### config.mk
export PLATFORM = sky130hd
export DESIGN_NAME = sized_cc_alu
export DESIGN_NICKNAME = d
export VERILOG_FILES = /design/src/rtl/sized_cc_alu_pkg.sv /design/src/rtl/sized_cc_alu_sizer.sv /design/src/rtl/sized_cc_alu_arith.sv /design/src/rtl/sized_cc_alu_logic.sv /design/src/rtl/sized_cc_alu_flags.sv /design/src/rtl/sized_cc_alu.sv
export SDC_FILE = /design/constraint.sdc
export NUM_CORES = 1
export LEC_CHECK = 0
export ABC_CLOCK_PERIOD_IN_PS = 4260
export BUFFER_PORTS_ARGS = -buffer_cell sky130_fd_sc_hd__buf_2
export CORE_ASPECT_RATIO = 1.75
export CORE_MARGIN = 2
export CORE_UTILIZATION = 46
export CTS_BUF_LIST = sky130_fd_sc_hd__clkbuf_8 sky130_fd_sc_hd__clkbuf_16
export DETAILED_ROUTE_END_ITERATION = 8
export GPL_ROUTABILITY_DRIVEN = 0
export PLACE_DENSITY = 0.66
export SYNTH_ARGS = -nofsm -noshare
export SYNTH_HDL_FRONTEND = slang
export SYNTH_SLANG_ARGS = --single-unit
### constraint.sdc
create_clock -name clk -period 4.26 [get_ports clk]
set_clock_uncertainty 0.1 [all_clocks]
set_input_delay 1.065 -clock clk [delete_from_list [all_inputs] [get_ports clk]]
set_output_delay 1.065 -clock clk [all_outputs]
set_load 0.01 [all_outputs]
### src/rtl/sized_cc_alu_pkg.sv
package sized_cc_alu_pkg;

  typedef enum logic [3:0] {
    OP_ADD  = 4'd0,
    OP_SUB  = 4'd1,
    OP_ADDX = 4'd2,
    OP_SUBX = 4'd3,
    OP_NEG  = 4'd4,
    OP_NEGX = 4'd5,
    OP_ADDQ = 4'd6,
    OP_SUBQ = 4'd7,
    OP_AND  = 4'd8,
    OP_OR   = 4'd9,
    OP_EOR  = 4'd10,
    OP_NOT  = 4'd11,
    OP_MOVE = 4'd12,
    OP_TST  = 4'd13,
    OP_CLR  = 4'd14,
    OP_CMP  = 4'd15
  } alu_op_e;

  typedef enum logic [2:0] {
    FC_ARITH,
    FC_EXTEND,
    FC_LOGIC,
    FC_CLEAR,
    FC_COMPARE
  } flag_class_e;

  typedef struct packed {
    logic x;
    logic n;
    logic z;
    logic v;
    logic c;
  } ccr_t;

  localparam int CCR_W = 5;

endpackage

### src/rtl/sized_cc_alu_sizer.sv
module sized_cc_alu_sizer #(
  parameter int DATA_W = 32,
  localparam int IDX_W = $clog2(DATA_W + 1)
) (
  input  logic [1:0]        size,
  output logic [DATA_W-1:0] mask,
  output logic [IDX_W-1:0]  top_idx
);

  localparam int NUM_SZ = 3;

  logic [DATA_W-1:0] mask_tab [NUM_SZ];
  logic [IDX_W-1:0]  idx_tab  [NUM_SZ];

  // one slice per size: byte = DATA_W/4, word = DATA_W/2, long = DATA_W
  for (genvar g = 0; g < NUM_SZ; g++) begin : g_size
    localparam int SLICE_W = DATA_W >> (NUM_SZ - 1 - g);
    if (SLICE_W == DATA_W) begin : g_full
      assign mask_tab[g] = '1;
    end else begin : g_part
      assign mask_tab[g] = {{(DATA_W-SLICE_W){1'b0}}, {SLICE_W{1'b1}}};
    end
    assign idx_tab[g] = IDX_W'(SLICE_W - 1);
  end

  always_comb begin
    case (size)
      2'd0:    begin mask = mask_tab[0]; top_idx = idx_tab[0]; end
      2'd1:    begin mask = mask_tab[1]; top_idx = idx_tab[1]; end
      default: begin mask = mask_tab[2]; top_idx = idx_tab[2]; end
    endcase
  end

endmodule

### src/rtl/sized_cc_alu_arith.sv
module sized_cc_alu_arith #(
  parameter int DATA_W = 32,
  localparam int IDX_W = $clog2(DATA_W + 1)
) (
  input  logic [DATA_W-1:0] opa,
  input  logic [DATA_W-1:0] opb,
  input  logic              inv_b,
  input  logic              cin,
  input  logic [DATA_W-1:0] mask,
  input  logic [IDX_W-1:0]  top_idx,
  output logic [DATA_W-1:0] sum,
  output logic              cout,
  output logic              ovf
);

  logic [DATA_W-1:0] a_m;
  logic [DATA_W-1:0] b_m;
  logic [DATA_W:0]   wide;
  logic              sa, sb, ss;

  always_comb begin
    a_m  = opa & mask;
    b_m  = (inv_b ? ~opb : opb) & mask;
    wide = {1'b0, a_m} + {1'b0, b_m} + {{DATA_W{1'b0}}, cin};
    sum  = wide[DATA_W-1:0] & mask;
    // masked operands leave the carry of the slice at one bit above its top
    cout = wide[top_idx + IDX_W'(1)];
    sa   = a_m[top_idx];
    sb   = b_m[top_idx];
    ss   = sum[top_idx];
    ovf  = (sa == sb) && (ss != sa);
  end

endmodule

### src/rtl/sized_cc_alu_logic.sv
module sized_cc_alu_logic #(
  parameter int DATA_W = 32
) (
  input  sized_cc_alu_pkg::alu_op_e op,
  input  logic [DATA_W-1:0]         src,
  input  logic [DATA_W-1:0]         dst,
  output logic [DATA_W-1:0]         lres
);
  import sized_cc_alu_pkg::*;

  always_comb begin
    case (op)
      OP_AND:  lres = dst & src;
      OP_OR:   lres = dst | src;
      OP_EOR:  lres = dst ^ src;
      OP_NOT:  lres = ~dst;
      OP_MOVE: lres = src;
      OP_CLR:  lres = '0;
      default: lres = dst;
    endcase
  end

endmodule

### src/rtl/sized_cc_alu_flags.sv
module sized_cc_alu_flags #(
  parameter int DATA_W = 32,
  localparam int IDX_W = $clog2(DATA_W + 1)
) (
  input  sized_cc_alu_pkg::flag_class_e fclass,
  input  logic [DATA_W-1:0]             fval,
  input  logic [IDX_W-1:0]              top_idx,
  input  logic                          carry,
  input  logic                          ovf,
  input  sized_cc_alu_pkg::ccr_t        ccr_q,
  output sized_cc_alu_pkg::ccr_t        ccr_d
);
  import sized_cc_alu_pkg::*;

  logic neg, zero;

  always_comb begin
    neg  = fval[top_idx];
    zero = (fval == '0);
    ccr_d = ccr_q;
    case (fclass)
      FC_ARITH: begin
        ccr_d = '{x: carry, n: neg, z: zero, v: ovf, c: carry};
      end
      FC_EXTEND: begin
        ccr_d = '{x: carry, n: neg, z: ccr_q.z & zero, v: ovf, c: carry};
      end
      FC_LOGIC: begin
        ccr_d = '{x: ccr_q.x, n: neg, z: zero, v: 1'b0, c: 1'b0};
      end
      FC_CLEAR: begin
        ccr_d = '{x: ccr_q.x, n: 1'b0, z: 1'b1, v: 1'b0, c: 1'b0};
      end
      FC_COMPARE: begin
        ccr_d = '{x: ccr_q.x, n: neg, z: zero, v: ovf, c: carry};
      end
      default: ccr_d = ccr_q;
    endcase
  end

endmodule

### src/rtl/sized_cc_alu.sv
module sized_cc_alu #(
  parameter int DATA_W = 32,
  parameter int QIMM_W = 3
) (
  input  logic              clk,
  input  logic              rst_n,
  input  logic              start,
  input  logic [3:0]        op,
  input  logic [1:0]        size,
  input  logic [DATA_W-1:0] src,
  input  logic [DATA_W-1:0] dst,
  input  logic [QIMM_W-1:0] qimm,
  output logic [DATA_W-1:0] result,
  output logic [4:0]        ccr,
  output logic              done
);
  import sized_cc_alu_pkg::*;

  localparam int IDX_W  = $clog2(DATA_W + 1);
  localparam int QVAL_W = QIMM_W + 1;
  localparam logic [QVAL_W-1:0] QMAX = QVAL_W'(1) << QIMM_W;

  alu_op_e           op_e;
  logic [DATA_W-1:0] mask;
  logic [IDX_W-1:0]  top_idx;
  logic [DATA_W-1:0] opa, opb, qval;
  logic              inv_b, cin;
  logic [DATA_W-1:0] sum, lres;
  logic              cout, ovf, carry;
  flag_class_e       fclass;
  logic [DATA_W-1:0] low_val, fval, res_d;
  ccr_t              ccr_d, ccr_q;
  logic [DATA_W-1:0] res_q;
  logic              done_q;

  assign op_e = alu_op_e'(op);
  assign qval = {{(DATA_W-QVAL_W){1'b0}},
                 (qimm == '0) ? QMAX : {1'b0, qimm}};

  sized_cc_alu_sizer #(.DATA_W(DATA_W)) u_sizer (
    .size    (size),
    .mask    (mask),
    .top_idx (top_idx)
  );

  // operand steering for the shared adder
  always_comb begin
    opa    = dst;
    opb    = src;
    inv_b  = 1'b0;
    cin    = 1'b0;
    fclass = FC_LOGIC;
    case (op_e)
      OP_ADD:  begin fclass = FC_ARITH; end
      OP_SUB:  begin inv_b = 1'b1; cin = 1'b1; fclass = FC_ARITH; end
      OP_ADDX: begin cin = ccr_q.x; fclass = FC_EXTEND; end
      OP_SUBX: begin inv_b = 1'b1; cin = ~ccr_q.x; fclass = FC_EXTEND; end
      OP_NEG:  begin
        opa = '0; opb = dst; inv_b = 1'b1; cin = 1'b1; fclass = FC_ARITH;
      end
      OP_NEGX: begin
        opa = '0; opb = dst; inv_b = 1'b1; cin = ~ccr_q.x; fclass = FC_EXTEND;
      end
      OP_ADDQ: begin opb = qval; fclass = FC_ARITH; end
      OP_SUBQ: begin opb = qval; inv_b = 1'b1; cin = 1'b1; fclass = FC_ARITH; end
      OP_CLR:  begin fclass = FC_CLEAR; end
      OP_CMP:  begin inv_b = 1'b1; cin = 1'b1; fclass = FC_COMPARE; end
      default: begin fclass = FC_LOGIC; end
    endcase
  end

  sized_cc_alu_arith #(.DATA_W(DATA_W)) u_arith (
    .opa     (opa),
    .opb     (opb),
    .inv_b   (inv_b),
    .cin     (cin),
    .mask    (mask),
    .top_idx (top_idx),
    .sum     (sum),
    .cout    (cout),
    .ovf     (ovf)
  );

  sized_cc_alu_logic #(.DATA_W(DATA_W)) u_logic (
    .op   (op_e),
    .src  (src),
    .dst  (dst),
    .lres (lres)
  );

  // subtract forms report borrow, the inverse of the adder carry
  assign carry = inv_b ? ~cout : cout;

  always_comb begin
    case (fclass)
      FC_ARITH, FC_EXTEND, FC_COMPARE: low_val = sum;
      default:                         low_val = lres & mask;
    endcase
    fval = low_val;
    if (op_e == OP_CMP || op_e == OP_TST) begin
      res_d = dst;
    end else begin
      res_d = (dst & ~mask) | (low_val & mask);
    end
  end

  sized_cc_alu_flags #(.DATA_W(DATA_W)) u_flags (
    .fclass  (fclass),
    .fval    (fval),
    .top_idx (top_idx),
    .carry   (carry),
    .ovf     (ovf),
    .ccr_q   (ccr_q),
    .ccr_d   (ccr_d)
  );

  always_ff @(posedge clk or negedge rst_n) begin
    if (!rst_n) begin
      done_q <= 1'b0;
    end else begin
      done_q <= start;
    end
  end

  always_ff @(posedge clk or negedge rst_n) begin
    if (!rst_n) begin
      res_q <= '0;
      ccr_q <= '0;
    end else if (start) begin
      res_q <= res_d;
      ccr_q <= ccr_d;
    end
  end

  assign result = res_q;
  assign ccr    = ccr_q;
  assign done   = done_q;

endmodule

* Word level (Yosys, flattened, before mapping) *
Cells that the tools add are included.

storage, ports and cells
  output and inout port bits = 38
  bits of input ports = 76
  register bits = 38

operators by class
  $add $sub $neg = 3
  reductions and logical operators = 19
  $lt $le $gt $ge = 2
  bitwise operators = 19
  equal/unequal tests = 22
  muxes and demuxes = 24

operators with widths
  operator                                                                       number
  32-bit AND                                                                     7
  32-bit one-hot mux with 6 select lines                                         1
  32-bit 2-to-1 mux                                                              4
  32-bit one-hot mux with 2 select lines                                         2
  32-bit NOT                                                                     3
  32-bit bitwise OR                                                              2
  32-bit by 32-bit adder with 33-bit output                                      1
  33-bit by 1-bit adder with 33-bit output                                       1
  4-bit equality test (second input constant)                                    8
  32-bit zero test                                                               1
  32-bit bitwise XOR                                                             1
  5-bit one-hot mux with 5 select lines                                          1
  1-bit binary-select mux with 5-bit select                                      4
  4-bit by 3-bit equality test with 1-bit output (second input constant)         4
  3-bit one-hot mux with 4 select lines                                          1
  5-bit one-hot mux with 2 select lines                                          1
  4-bit by 2-bit equality test with 1-bit output (second input constant)         2
  6-bit by 7-bit less-than comparator with 1-bit output (second input constant)  1
  1-bit 2-to-1 mux                                                               7
  5-bit by 1-bit adder with 6-bit output (second input constant)                 1
  1-bit binary-select mux with 6-bit select                                      1
  3-bit by 2-bit equality test with 1-bit output (second input constant)         2
  3-bit zero test                                                                2
  5-bit by 6-bit less-than comparator with 1-bit output (second input constant)  1
  23 further kinds                                                               30

* Longest topological paths before layout *
  depth in word-level cells = 14
  depth in mapped cells = 22
  depth with buffers taken out = 18

* Hierarchy *
From an unflattened synthesis, not the netlist that was laid out.

second synthesis, totals
  cell total of the unflattened synthesis = 1486
  area, all modules = 11273.3 µm²

by module, submodules not included
  module              area an instance (µm²)  cells an instance  times used
  sized_cc_alu_arith  4555.6                  637                1
  sized_cc_alu        3123.0                  372                1
  sized_cc_alu_logic  2816.5                  383                1
  sized_cc_alu_flags  490.5                   54                 1
  sized_cc_alu_sizer  287.8                   40                 1

* Least setup slack after synthesis *
No wires, ideal clock.

  kind = input-to-reg
  from = input port op[3]
  to = register, netlist name ccr[2]
  arrival = 6025 ps
  stages = 21
  slack = -1941 ps
  cell sequence = buf_4 -> nand2b_1 -> clkbuf_1 -> nor2_1 -> a21oi_1 -> clkbuf_1 -> buf_2 -> xnor2_1 -> fa_1 -> inv_1 -> fa_1 -> a211oi_2 -> o211ai_2 -> a31oi_2 -> nor4_1 -> or4_1 -> and4_1 -> nor3b_1 -> nand4_1 -> or4_1 -> o21ai_1

between the ends
  cells in the longest elaborated chain, start to end = 13
  elaborated cells between the ends (all ways) = 48
  classes of those cells = add/sub: 2; eq/ne: 18; mux: 9; bitwise: 6; reduce/logical: 13

ends and longest elaborated chain
  element                                         line                      RTL
  start, declared                                 sized_cc_alu.sv:8         input logic [3:0] op,
  4-bit by 3-bit equality test with 1-bit output  sized_cc_alu.sv:53        case (op_e)
  2-bit OR reduction (no source line)             n/a
  32-bit one-hot mux with 2 select lines          sized_cc_alu.sv:53
  32-bit NOT                                      sized_cc_alu_arith.sv:23  b_m = (inv_b ? ~opb : opb) & mask;
  32-bit 2-to-1 mux                               sized_cc_alu_arith.sv:23
  32-bit AND                                      sized_cc_alu_arith.sv:23
  32-bit by 32-bit adder with 33-bit output       sized_cc_alu_arith.sv:24  wide = {1'b0, a_m} + {1'b0, b_m} + {{DATA_W{1'b0}}, cin};
  33-bit by 1-bit adder with 33-bit output        sized_cc_alu_arith.sv:24
  32-bit AND                                      sized_cc_alu_arith.sv:25  sum = wide[DATA_W-1:0] & mask;
  32-bit 2-to-1 mux                               sized_cc_alu.sv:95        case (fclass)
  32-bit zero test                                sized_cc_alu_flags.sv:19  zero = (fval == '0);
  1-bit AND                                       sized_cc_alu_flags.sv:26  ccr_d = '{x: carry, n: neg, z: ccr_q.z & zero, v: ovf, c: carry};
  5-bit one-hot mux with 5 select lines           sized_cc_alu_flags.sv:21  case (fclass)

Parallel ways exist; a longest one is shown, timed or not. The select of a mux whose other input is x is not followed.
A chain may end at the register's enable or synchronous reset.

* Final worst setup path *
  from = input port op[3]
  to = register, netlist name ccr[2]

between the ends
  cells in the longest elaborated chain, start to end = 13
  elaborated cells between the ends (all ways) = 48
  classes of those cells = add/sub: 2; eq/ne: 18; mux: 9; bitwise: 6; reduce/logical: 13

ends and longest elaborated chain
  element                                         line
  4-bit by 3-bit equality test with 1-bit output  sized_cc_alu.sv:53
  2-bit OR reduction (no source line)             n/a
  32-bit one-hot mux with 2 select lines          sized_cc_alu.sv:53
  32-bit NOT                                      sized_cc_alu_arith.sv:23
  32-bit 2-to-1 mux                               sized_cc_alu_arith.sv:23
  32-bit AND                                      sized_cc_alu_arith.sv:23
  32-bit by 32-bit adder with 33-bit output       sized_cc_alu_arith.sv:24
  33-bit by 1-bit adder with 33-bit output        sized_cc_alu_arith.sv:24
  32-bit AND                                      sized_cc_alu_arith.sv:25
  32-bit 2-to-1 mux                               sized_cc_alu.sv:95
  32-bit zero test                                sized_cc_alu_flags.sv:19
  1-bit AND                                       sized_cc_alu_flags.sv:26
  5-bit one-hot mux with 5 select lines           sized_cc_alu_flags.sv:21

Parallel ways exist; a longest one is shown, timed or not. The select of a mux whose other input is x is not followed.

==> flow_summary.yaml <==
routing:
  wire_per_inst_um: 22.7
  viasPerCell: 6.47
  ant_nets: 0
  drc: 0
  drt_iter0_markers: 1189
  vias: 11400
  wl_mm: 40.0
  drt-pass1-iter-count: 6
logic_synthesis:
  synth_nets: 1334
  ys.flop_type: "dfrtp_1"
  ys_seq_elements: 38
  synthCells: 1161
  async_flop_share_pct: 100
  ys_warn_count: 0
  synth_edf_count: 0
  avgSynthCellArea_sq_um: 6.89
  yosysSeqAreaShare_pct: 11.9
  synthesis.area_sq_mm: 0.00799
  synth_cell_types: 82
worst_setup_path:
  critPathRequiredTime_ps: 4380
  crit_path_end_kind: "register"
  criticalPathCategory: "input pin to register"
  crit_chain: "buf_12, nand2b_4, nor2_4, a21oi_4, buf_12, xnor2_4, fa_2, inv_2, fa_2, a211oi_2, buf_4, o211ai_4, nand4_1, buf_4, buf_6, a311oi_4, a211oi_4, o211ai_1, nor4_2, nand4_1, or4_1, o21ai_1"
  r2r_slack_ps: -160
  slowest_delay_ps: 530
  cp_max_fo: 7
  crit_arrival_ps: 5280
  slowest_stage: "or4_1"
  start_kind: "input pin"
  ff2ff_path_depth: 18
timing:
  finalCritPeriodShare_pct: 121
  slew_headroom_pct: 23.0
  worst_slew_pin_slew_ps: 1150
  maxSlewViolCount: 0
  max_freq_mhz: 194
  setup_violations: 21
  timing.final.ws_setup_ps: -894
  post-route-min-period_ps: 5150
  finalHoldViolations: 0
  rsz0062_at_grt: "yes"
worst_hold_path:
  holdPathStages: 1
  hp-class: "register to register"
cells_and_area:
  final-seq-area_sq_um: 951
  area_growth_pct: 56.4
  final_common_cell: "buf_4"
  nNetsFinal: 1710
  stdcell_count: 1765
  nFillCells: 1280
  multiInputGateArea_sq_mm: 0.00734
  antenna_cells: 0
  final_cell_mix: "buf_4, nor2_1, buf_2"
  fin_util_pct: 73.8
  drive_above_1_share_pct: 40.8
clock_tree:
  clk_latency_ps: 290
  cts_tree: "built"
  htree_levels: 2
  cts_made_buffers: 5
  clkTransAtPathRegs_ps: 60
  cts_max_path_buffers: 2
  cts-root-buf: "clkbuf_16"
  clock_sinks: 38
run_status:
  status: "complete, but fails checks"
  violations: "setup timing"
grt:
  grt_pass1_wl_mm: 56.9
  grt_overflow: 0
  antenna_found_initial: 0
  grt_use_total_pct: 39.3
  grt_pass1_vias: 10600
  grt_max_degree: 54
place:
  port_buffers: 113
  place_inst: 1710
  dpl.hpwl_mm: 28.2
floorplanning:
  rows: 63
  die_x_um: 104
  die_area_sq_mm: 0.0185
  floorplan.io_pins: 114
  coreArea_sq_mm: 0.0169
  initial_core_util_pct: 47.2
  die_y_um: 178
power_and_ir_drop:
  power.leakage_nw: 5.89
  ir_drop_mv: 0.206
  powerDensity_mw_per_mm2: 249
job:
  drv_cap: 0
sequential cells by signal, summed over array words and instances, names as in the netlist:
signal  cells
result     32
ccr         5
done        1
through the flow:
step,power [W],setup TNS [ps],setup slack [ps],hold slack [ps],instance area [sq um]
6_report,0.00312,-5510,-894,392,12500
3_5_place_dp,0.00222,-13040,-1220,361,10900
3_3_place_gp,0.00219,-10940,-1140,355,10900
5_1_grt,0.00326,-8380,-1030,423,12500
2_1_floorplan,0.00142,-3810,-1030,409,8290
4_1_cts,0.00284,-3100,-657,385,11700
layout make-up:
class	count	share of cell area, %
inverter	85	2.55
clock inverter	3	0.550
tap	227	2.27
multi-input combinational	959	58.7
clock buffer	5	1.00
sequential	38	7.61
timing repair buffer	448	27.3
path summary, 6_finish.rpt:
check / startpoint / endpoint
min in group asynchronous: rst_n / result[5]$_DFFE_PN0P_
min: result[10]$_DFFE_PN0P_ / result[10]$_DFFE_PN0P_
max: op[3] / ccr[2]$_DFFE_PN0P_
max reg2reg: ccr[4]$_DFFE_PN0P_ / ccr[2]$_DFFE_PN0P_
min reg2reg: result[10]$_DFFE_PN0P_ / result[10]$_DFFE_PN0P_
max in group asynchronous: rst_n / result[24]$_DFFE_PN0P_
timing repair:
item                       in CTS  in global routing
gates cloned                    2                  3
setup endpoints to repair      22                 26
resized for setup              91                122
hold buffers                    0                  0
pin swaps                      40                 90
buffers inserted               20                 25
synth_stat cells (8+ instances only):
| library cell | instances | share of area [%] |
|---|---|---|
| nor2_1 | 124 | 5.8 |
| o21a_1 | 8 | 0.75 |
| nor3_1 | 33 | 2.1 |
| nand3_1 | 20 | 1.3 |
| nand2b_1 | 14 | 1.1 |
| buf_1 | 8 | 0.38 |
| a221oi_1 | 14 | 1.5 |
| buf_2 | 15 | 0.94 |
| a21oi_1 | 115 | 7.2 |
| a31oi_1 | 20 | 1.6 |
| o211ai_1 | 20 | 1.9 |
| ha_1 | 95 | 15 |
| o21ai_0 | 118 | 7.4 |
| mux2i_1 | 23 | 2.9 |
| inv_1 | 83 | 3.9 |
| xor2_1 | 12 | 1.3 |
| and2_1 | 10 | 0.78 |
| nand2_1 | 94 | 4.4 |
| o221ai_1 | 12 | 1.3 |
| nand4_1 | 12 | 0.94 |
| o22ai_1 | 12 | 0.94 |
| a211oi_1 | 17 | 1.6 |
| clkbuf_1 | 51 | 2.4 |
| nor2b_1 | 9 | 0.70 |
| dfrtp_1 | 38 | 12 |
| xnor2_1 | 39 | 4.3 |
| mux2_2 | 9 | 1.3 |
logic make-up after synthesis:
logic type      count (synthesis)  synth area share, %
buf+inv                       165                 8.40
xor+xnor                       51                 5.59
compound gates                421                 33.5
fa+ha+maj                      97                 15.4
simple gates                  357                 21.1
flops                          38                 11.9
mux                            32                 4.15
per-layer routing:
layer | share of wire [%] | GRT usage (%)
met1 | 34 | 44.7
met2 | 46 | 67.1
met3 | 9.9 | 4.35
met4 | 10 | 30.9
met5 | 0 | 0
where the power goes:
| part | switching [W] | internal, W | total, W |
|---|---|---|---|
| logic | 0.00117 | 0.000990 | 0.00216 |
| registers | 0.0000366 | 0.000424 | 0.000461 |
| clock network | 0.000161 | 0.000337 | 0.000498 |
| total | 0.00137 | 0.00175 | 0.00312 |
worst max-delay path: cells and delay by family:
family	cells	cell delay, ps
buffers and inverters	6	750
AOI/OAI and AO/OA	7	1180
adders and majority gates	2	580
and+or+nand+nor	6	1540
xor gates and xnor gates	1	140
Note: power is estimated with default switching activity, not from simulation.
